$ cat config.mk
export PLATFORM = sky130hd
export DESIGN_NAME = cart_bank_ctrl
export DESIGN_NICKNAME = d
export VERILOG_FILES = /design/src/rtl/cbc_pkg.sv /design/src/rtl/cbc_regs.sv /design/src/rtl/cbc_rom_map.sv /design/src/rtl/cbc_ram_map.sv /design/src/rtl/cart_bank_ctrl.sv
export SDC_FILE = /design/constraint.sdc
export NUM_CORES = 1
export LEC_CHECK = 0
export ABC_AREA = 1
export BUFFER_PORTS_ARGS = -buffer_cell sky130_fd_sc_hd__buf_4
export CORE_MARGIN = 4
export CORE_UTILIZATION = 30
export DETAILED_ROUTE_END_ITERATION = 16
export PLACE_DENSITY = 0.75
export SLEW_MARGIN = 10
export SYNTH_ARGS = -nofsm -noshare
export SYNTH_HDL_FRONTEND = slang
export SYNTH_HIERARCHICAL = 1
export SYNTH_SLANG_ARGS = --single-unit
$ cat constraint.sdc
create_clock -name clk -period 0.8 [get_ports clk]
set_input_delay 0.16 -clock clk [delete_from_list [all_inputs] [get_ports clk]]
set_output_delay 0.16 -clock clk [all_outputs]
set_load 0.02 [all_outputs]
$ cat src/rtl/cbc_pkg.sv
package cbc_pkg;
    localparam int PRI_W  = 5;
    localparam int SEC_W  = 2;
    localparam int FULL_W = PRI_W + SEC_W;

    typedef enum logic {
        MODE_BIG_ROM = 1'b0,
        MODE_BIG_RAM = 1'b1
    } bank_mode_e;

    typedef enum logic [1:0] {
        REG_RAM_GATE = 2'b00,
        REG_PRI      = 2'b01,
        REG_SEC      = 2'b10,
        REG_MODE     = 2'b11
    } reg_sel_e;

    localparam logic [2:0] RAM_WIN_TAG = 3'b101;
endpackage

$ cat src/rtl/cbc_regs.sv
module cbc_regs
    import cbc_pkg::*;
#(
    parameter logic [7:0] PRI_MASK = 8'h1F
) (
    input  logic                 clk,
    input  logic                 rst_n,
    input  logic [15:13]         cpu_addr_hi,
    input  logic [7:0]           cpu_wdata,
    input  logic                 cpu_wr,
    output logic                 ram_gate,
    output logic [PRI_W-1:0]     pri_bank,
    output logic [SEC_W-1:0]     sec_bank,
    output bank_mode_e           mode
);
    logic       wr_hit;
    reg_sel_e   sel;
    logic [7:0] pri_src;
    logic [PRI_W-1:0] pri_d;
    bank_mode_e mode_next;

    assign wr_hit  = cpu_wr && !cpu_addr_hi[15];
    assign sel     = reg_sel_e'(cpu_addr_hi[14:13]);
    assign pri_src = (cpu_wdata == 8'h00) ? 8'h01 : cpu_wdata;
    assign pri_d   = PRI_W'(pri_src & PRI_MASK);

    // mode state machine: next state
    always_comb begin
        mode_next = mode;
        if (wr_hit && sel == REG_MODE) begin
            unique case (mode)
                MODE_BIG_ROM: if (cpu_wdata[0])  mode_next = MODE_BIG_RAM; // ENTER_BIG_RAM
                MODE_BIG_RAM: if (!cpu_wdata[0]) mode_next = MODE_BIG_ROM; // ENTER_BIG_ROM
            endcase
        end
    end

    // mode state register
    always_ff @(posedge clk) begin
        if (!rst_n) mode <= MODE_BIG_ROM;
        else        mode <= mode_next;
    end

    // data registers
    always_ff @(posedge clk) begin
        if (!rst_n) begin
            ram_gate <= 1'b0;
            pri_bank <= PRI_W'(1);
            sec_bank <= '0;
        end else if (wr_hit) begin
            unique case (sel)
                REG_RAM_GATE: ram_gate <= (cpu_wdata[3:0] == 4'hA);
                REG_PRI:      pri_bank <= pri_d;
                REG_SEC:      sec_bank <= cpu_wdata[SEC_W-1:0];
                REG_MODE:     ;
            endcase
        end
    end

    p_gate_open_r2: assert property (@(posedge clk) disable iff (!rst_n)
        (cpu_wr && cpu_addr_hi == 3'b000 && cpu_wdata[3:0] == 4'hA) |=> ram_gate);
    p_gate_shut_r2: assert property (@(posedge clk) disable iff (!rst_n)
        (cpu_wr && cpu_addr_hi == 3'b000 && cpu_wdata[3:0] != 4'hA) |=> !ram_gate);
    p_zero_subst_r3: assert property (@(posedge clk) disable iff (!rst_n)
        (cpu_wr && cpu_addr_hi == 3'b001 && cpu_wdata == 8'h00)
        |=> pri_bank == (PRI_MASK[PRI_W-1:0] & PRI_W'(1)));
    p_mode_load_r4: assert property (@(posedge clk) disable iff (!rst_n)
        (cpu_wr && cpu_addr_hi == 3'b011) |=> mode == bank_mode_e'($past(cpu_wdata[0])));
    p_high_quiet_r9: assert property (@(posedge clk) disable iff (!rst_n)
        (!cpu_wr || cpu_addr_hi[15]) |=> $stable({ram_gate, pri_bank, sec_bank, mode}));
endmodule

$ cat src/rtl/cbc_rom_map.sv
module cbc_rom_map
    import cbc_pkg::*;
#(
    parameter int SEC_LSB       = 5,
    parameter int ROM_BANK_BITS = 6,
    localparam int ROM_AW       = ROM_BANK_BITS + 14
) (
    input  logic                 clk,
    input  logic                 rst_n,
    input  logic [14:0]          cpu_addr,
    input  logic [PRI_W-1:0]     pri_bank,
    input  logic [SEC_W-1:0]     sec_bank,
    input  bank_mode_e           mode,
    output logic [ROM_AW-1:0]    rom_addr
);
    logic [FULL_W-1:0] sec_part;
    logic [FULL_W-1:0] bank_full;

    assign sec_part = FULL_W'(sec_bank) << SEC_LSB;

    always_comb begin
        if (cpu_addr[14]) begin
            bank_full = sec_part | FULL_W'(pri_bank);
        end else begin
            unique case (mode)
                MODE_BIG_ROM: bank_full = '0;
                MODE_BIG_RAM: bank_full = sec_part;
            endcase
        end
    end

    assign rom_addr = {ROM_BANK_BITS'(bank_full), cpu_addr[13:0]};

    p_low_bank0_r6: assert property (@(posedge clk) disable iff (!rst_n)
        (mode == MODE_BIG_ROM && !cpu_addr[14]) |-> rom_addr[ROM_AW-1:14] == '0);
endmodule

$ cat src/rtl/cbc_ram_map.sv
module cbc_ram_map
    import cbc_pkg::*;
#(
    parameter bit HAS_RAM       = 1'b1,
    parameter int RAM_BANK_BITS = 2,
    localparam int RAM_AW       = RAM_BANK_BITS + 13
) (
    input  logic                 clk,
    input  logic                 rst_n,
    input  logic [15:0]          cpu_addr,
    input  logic                 cpu_wr,
    input  logic                 ram_gate,
    input  logic [SEC_W-1:0]     sec_bank,
    input  bank_mode_e           mode,
    output logic [RAM_AW-1:0]    ram_addr,
    output logic                 ram_ce,
    output logic                 ram_we,
    output logic                 open_bus
);
    logic             in_win;
    logic             live;
    logic [SEC_W-1:0] bank;

    assign in_win = (cpu_addr[15:13] == RAM_WIN_TAG);
    assign live   = ram_gate && HAS_RAM;

    always_comb begin
        unique case (mode)
            MODE_BIG_ROM: bank = '0;
            MODE_BIG_RAM: bank = sec_bank;
        endcase
    end

    assign ram_addr = {RAM_BANK_BITS'(bank), cpu_addr[12:0]};
    assign ram_ce   = in_win && live;
    assign ram_we   = ram_ce && cpu_wr;
    assign open_bus = in_win && !live;

    p_shut_quiet_r8: assert property (@(posedge clk) disable iff (!rst_n)
        !ram_gate |-> (!ram_ce && !ram_we));
    p_excl_r8: assert property (@(posedge clk) disable iff (!rst_n)
        $onehot0({ram_ce, open_bus}));
    p_ram_bank0_r7: assert property (@(posedge clk) disable iff (!rst_n)
        (mode == MODE_BIG_ROM) |-> ram_addr[RAM_AW-1:13] == '0);
endmodule

$ cat src/rtl/cart_bank_ctrl.sv
module cart_bank_ctrl
    import cbc_pkg::*;
#(
    parameter logic [7:0] PRI_MASK      = 8'h1F,
    parameter int         SEC_LSB       = 5,
    parameter int         ROM_BANK_BITS = 6,
    parameter int         RAM_BANK_BITS = 2,
    parameter bit         HAS_RAM       = 1'b1,
    localparam int        ROM_AW        = ROM_BANK_BITS + 14,
    localparam int        RAM_AW        = RAM_BANK_BITS + 13
) (
    input  logic              clk,
    input  logic              rst_n,
    input  logic [15:0]       cpu_addr,
    input  logic [7:0]        cpu_wdata,
    input  logic              cpu_wr,
    output logic [ROM_AW-1:0] rom_addr,
    output logic [RAM_AW-1:0] ram_addr,
    output logic              ram_ce,
    output logic              ram_we,
    output logic              open_bus
);
    logic             ram_gate;
    logic [PRI_W-1:0] pri_bank;
    logic [SEC_W-1:0] sec_bank;
    bank_mode_e       mode;

    cbc_regs #(.PRI_MASK(PRI_MASK)) u_regs (
        .clk(clk), .rst_n(rst_n), .cpu_addr_hi(cpu_addr[15:13]),
        .cpu_wdata(cpu_wdata), .cpu_wr(cpu_wr), .ram_gate(ram_gate),
        .pri_bank(pri_bank), .sec_bank(sec_bank), .mode(mode)
    );

    cbc_rom_map #(.SEC_LSB(SEC_LSB), .ROM_BANK_BITS(ROM_BANK_BITS)) u_rom (
        .clk(clk), .rst_n(rst_n), .cpu_addr(cpu_addr[14:0]),
        .pri_bank(pri_bank), .sec_bank(sec_bank), .mode(mode),
        .rom_addr(rom_addr)
    );

    cbc_ram_map #(.HAS_RAM(HAS_RAM), .RAM_BANK_BITS(RAM_BANK_BITS)) u_ram (
        .clk(clk), .rst_n(rst_n), .cpu_addr(cpu_addr), .cpu_wr(cpu_wr),
        .ram_gate(ram_gate), .sec_bank(sec_bank), .mode(mode),
        .ram_addr(ram_addr), .ram_ce(ram_ce), .ram_we(ram_we),
        .open_bus(open_bus)
    );

    p_reset_state_r1: assert property (@(posedge clk)
        !rst_n |=> (mode == MODE_BIG_ROM && !ram_gate && sec_bank == '0 && pri_bank == PRI_W'(1)));
endmodule

-- Word level (Yosys, flattened, before mapping)
Index checks and enable logic that the tools add are counted.
W data, S select, Z words.
- flip-flop bits (word level): 9
- bits of input ports: 27
- output and inout port bits: 38
- equality and inequality tests: 5
- mux-type cells: 5
- bitwise logic cells: 2
- reduce and logical (&&, ||, !) cells: 12
- operators with widths (operator ; number):
    $pmux W6 S2 ; 1
    $logic_not A8 Y1 ; 1
    $mux W6 ; 1
    $or A6 B5 Y6 ; 1
    $reduce_and A2 Y1 ; 3
    $logic_and A1 B1 Y1 ; 5
    $mux W5 ; 1
    $eq A2 B2 Y1 const B ; 2
    $eq A4 B4 Y1 const B ; 1
    $pmux W2 S2 ; 1
    $eq A3 B3 Y1 const B ; 1
    $eq A2 B1 Y1 const B ; 1
    $logic_not A1 Y1 ; 2
    $logic_not A2 Y1 ; 1
    $mux W1 ; 1
    $not A1 Y1 ; 1

-- Logic depth before layout (Yosys ltp)
- depth after elaboration: 3
- mapped depth: 7
- gate-level depth less buffers: 6

-- By module
Netlist, hierarchy kept.
- modules (own cells, without submodules) (module ; times used ; cells each ; area each (um^2) ; seq. area each (um^2)):
    cbc_regs ; 1 ; 69 ; 489.2 ; 180.2
    cbc_rom_map ; 1 ; 27 ; 153.9 ; 0.0
    cbc_ram_map ; 1 ; 24 ; 142.6 ; 0.0

-- Worst setup path after synthesis
Ideal clock, no wire load.
- path kind: reg-to-output
- from: register u_regs.ram_gate
- to: output port open_bus
- arrival time: 0.810 ns
- data required time: 0.640 ns
- path slack: -0.170 ns
- stages on the path, launching flop included: 2
- buffers on the path: 0
- path through: dfxtp_1 -> nor3_1
- longest elaborated chain between the ends: 2
- ends and longest elaborated chain (what ; RTL line ; source):
    from (decl) ; cbc_regs.sv:11 ; output logic ram_gate,
    from (signal assigned) ; cbc_regs.sv:52 ; REG_RAM_GATE: ram_gate <= (cpu_wdata[3:0] == 4'hA);
    $logic_not A1 Y1 ; cbc_ram_map.sv:37 ; assign open_bus = in_win && !live;
    $logic_and A1 B1 Y1 ; cbc_ram_map.sv:37 ;
    to (decl) ; cart_bank_ctrl.sv:21 ; output logic open_bus
No other way between the ends.

-- Final worst setup path
- from: register u_regs.ram_gate
- to: output port ram_we
- longest elaborated chain between the ends: 2
- ends and longest elaborated chain (what ; RTL line ; source):
    $logic_and A1 B1 Y1 ; cbc_ram_map.sv:35 ; assign ram_ce = in_win && live;
    $logic_and A1 B1 Y1 ; cbc_ram_map.sv:36 ; assign ram_we = ram_ce && cpu_wr;
    to (decl) ; cart_bank_ctrl.sv:20 ; output logic ram_we,
No other way between the ends.

==> metrics.yaml <==
status:
  outcome: "complete, but fails checks"
  violations: "negative setup slack"
worst_setup_path:
  worstReg2RegStart: "u_regs/mode"
  cp-start-kind: "flop"
  r2r_end: "u_regs/mode"
  crit_fanout: 3
  reg2reg_slack_ns: 0.16
  worstPathRequired_ns: 0.64
  worstSetupEndpointType: "output port"
  crit_type: "flop to output port"
  r2r_cells: 2
  worstPathArrival_ns: 0.98
floorplan:
  dieArea_um2: 3502
  core.rowCount: 18
  core_um2: 2477
  die_h_um: 59.18
  die_w_um: 59.18
  start_util: 0.3172
  ios: 65
timing:
  rsz0062_at_grt: "yes"
  max_clock_freq_mhz: 874.4
  fin_worst_skew_ns: 0
  hold_viol: 0
  max_slew.worst_pin.slew_ns: 0.2299
  finalSetupViolCount: 11
  min_period_over_period: 1.430
  finalWorstSetupSlack_ns: -0.3437
  report.final.slew_viol_count: 0
  period_needed_ns: 1.144
  maxSlewHeadroom: 0.8455
logic_synthesis:
  synthesis.area_um2: 785.8
  async_reset_ff_frac: 0
  synth_nets: 147
  ys_seq_area_frac: 0.2293
  synth-edff-count: 0
  synthDistinctLibCells: 18
  syn_inst: 120
  yosys-top-cells-area: "buf_4 (27%), dfxtp_1 (23%), nand2_1 (10%), inv_1 (8.6%), nor2_1 (8.6%)"
  synth.most_common_cell: "buf_4"
  netlist.area_leader.share: 0.2675
  synth_common_cells: "buf_4 (28), nand2_1 (21), inv_1 (18), nor2_1 (18), dfxtp_1 (9)"
  ys_ff_latch: 9
  yosysTopAreaCell: "buf_4"
  synthFlopType: "dfxtp_1"
  syn_avg_cell_area_um2: 6.548
  ys_warn_count: 6
power:
  power_mw: 1.106
  power.density_nw_per_um2: 1161
  irDropWorstVdd_mv: 0.5591
  p_leak_nw: 0.5021
place:
  gp_congestion: 0.8355
  portBuffers: 25
  dp_worst_setup_slack_ns: -0.1138
  dp_hpwl_mm: 1.262
route:
  drt-vias-per-instance: 4.301
  first_pass_iters: 4
  first_iter_violations: 11
  wl_mm: 1.527
  antenna_left: 0
  drc: 0
  routed-via-count: 671
  avgRoutedWirePerCell_um: 9.788
cts:
  numCtsBuffers: 3
  cts_tree: "built"
  path_clk_slew_ns: 0.06
  htree_levels: 1
  cts_root_buffer: "clkbuf_4"
  clkSinkCount: 9
  clk_path_buf_depth: 2
  clkLatencyLatePin_ns: 0.26
global_route:
  antenna_found_initial: 0
  grt-ovfl-total: 0
  grt_max_degree: 10
  grt_pass1_vias: 641
  grt_pass1_wl_mm: 2.546
  grt_usage: 0.09663
worst_hold_path:
  hold_path_class: "input port to flop"
  worstHoldPathCells: 3
  min_to: "u_regs/ram_gate"
  hold_start: "cpu_wdata[3]"
cells_and_area:
  n_fill_cell: 274
  layout.nets: 154
  post-route-util: 0.3843
  multi_input_comb_area_um2: 320.3
  drive_gt1_frac: 0.4841
  diodes: 0
  seqCellArea_um2: 192.7
  syn_to_final_growth_pct: 21.18
run:
  max_cap_viol_count: 0
==> through the flow <==
stage          area [µm²]  hold WS, ns  TNS (ns)  instances
2_1_floorplan       802.0       0.3002  -0.03503        120
3_3_place_gp        852.1       0.3202    -1.203        151
3_5_place_dp        852.1       0.3202    -1.325        151
4_1_cts             930.9       0.1292    -2.574        156
5_1_grt             952.2       0.1544    -3.011        156
6_report            952.2       0.1389    -2.430        156
==> power by group <==
part / internal [mW] / leakage, nW / switching (mW) / total, mW
Clock: 0.193 / 0.0150 / 0.166 / 0.359
Combinational: 0.132 / 0.411 / 0.140 / 0.272
Sequential: 0.464 / 0.0763 / 0.0106 / 0.475
==> cells in the final DEF, fill, tap and decap left out <==
cell type,count
a21boi_0,1
a21oi_1,1
a31oi_1,1
buf_12,1
buf_4,20
buf_6,11
clkbuf_1,1
clkbuf_4,3
dfxtp_1,1
dfxtp_2,7
dfxtp_4,1
inv_1,16
inv_2,4
inv_4,1
nand2_1,19
nand2_2,3
nand3_2,2
nand4_1,8
nor2_1,15
nor2_2,4
nor2_4,3
nor3_1,1
nor3_4,1
o21ai_0,1
==> metal layers <==
layer / track usage / wire [µm] / up-vias
li1: - / - / 350
met3: 0.04575 / 106 / 6
met2: 0.1483 / 699 / 23
met4: 0.03883 / 28 / 0
met5: 0 / 0 / -
met1: 0.1158 / 693 / 292
==> worst max-delay path: stages (launching register included) <==
cell     delay (ns)
dfxtp_2        0.34
nand4_1        0.14
nor2_4         0.12
buf_6          0.12
==> how the worst max path moves through the flow <==
stage	from	to	slack, ns
4_1_cts	u_regs/ram_gate	ram_we	-0.36
5_1_grt	u_regs/ram_gate	ram_we	-0.41
3_5_place_dp	cpu_addr[15]	u_regs/pri_bank[0]	-0.11
2_1_floorplan	u_regs/ram_gate	ram_ce	-0.02
6_report	u_regs/ram_gate	ram_we	-0.34
3_3_place_gp	cpu_addr[14]	ram_we	-0.11
==> cell type report <==
cell class,instances,share of cell area
clock buffers,4,0.02760
inverters,21,0.08541
multi-input cells,60,0.3364
flip-flops and latches,9,0.2024
well taps,30,0.03942
repair buffers,32,0.3088
==> cell families (layout without fill, tap and decap cells) <==
kind of cell    after synthesis  count (layout)  synth area share
buf+inv                      51              57            0.3997
simple gates                 56              56            0.3408
flops                         9               9            0.2293
compound gates                4               4           0.03025
==> state kept, by name, summed over array words and instances, names as in the netlist <==
name,cells
u_regs/pri_bank,5
u_regs/ram_gate,1
u_regs/mode,1
u_regs/sec_bank,2
==> what timing repair did <==
action                     in CTS  in global routing
buffers inserted                1                  0
hold buffers                    0                  0
gates resized for setup        17                  8
pin swaps                       7                  1
setup endpoints to repair      11                 11
cloned                          0                  0
No activity file was read; power rests on OpenSTA's default activity.
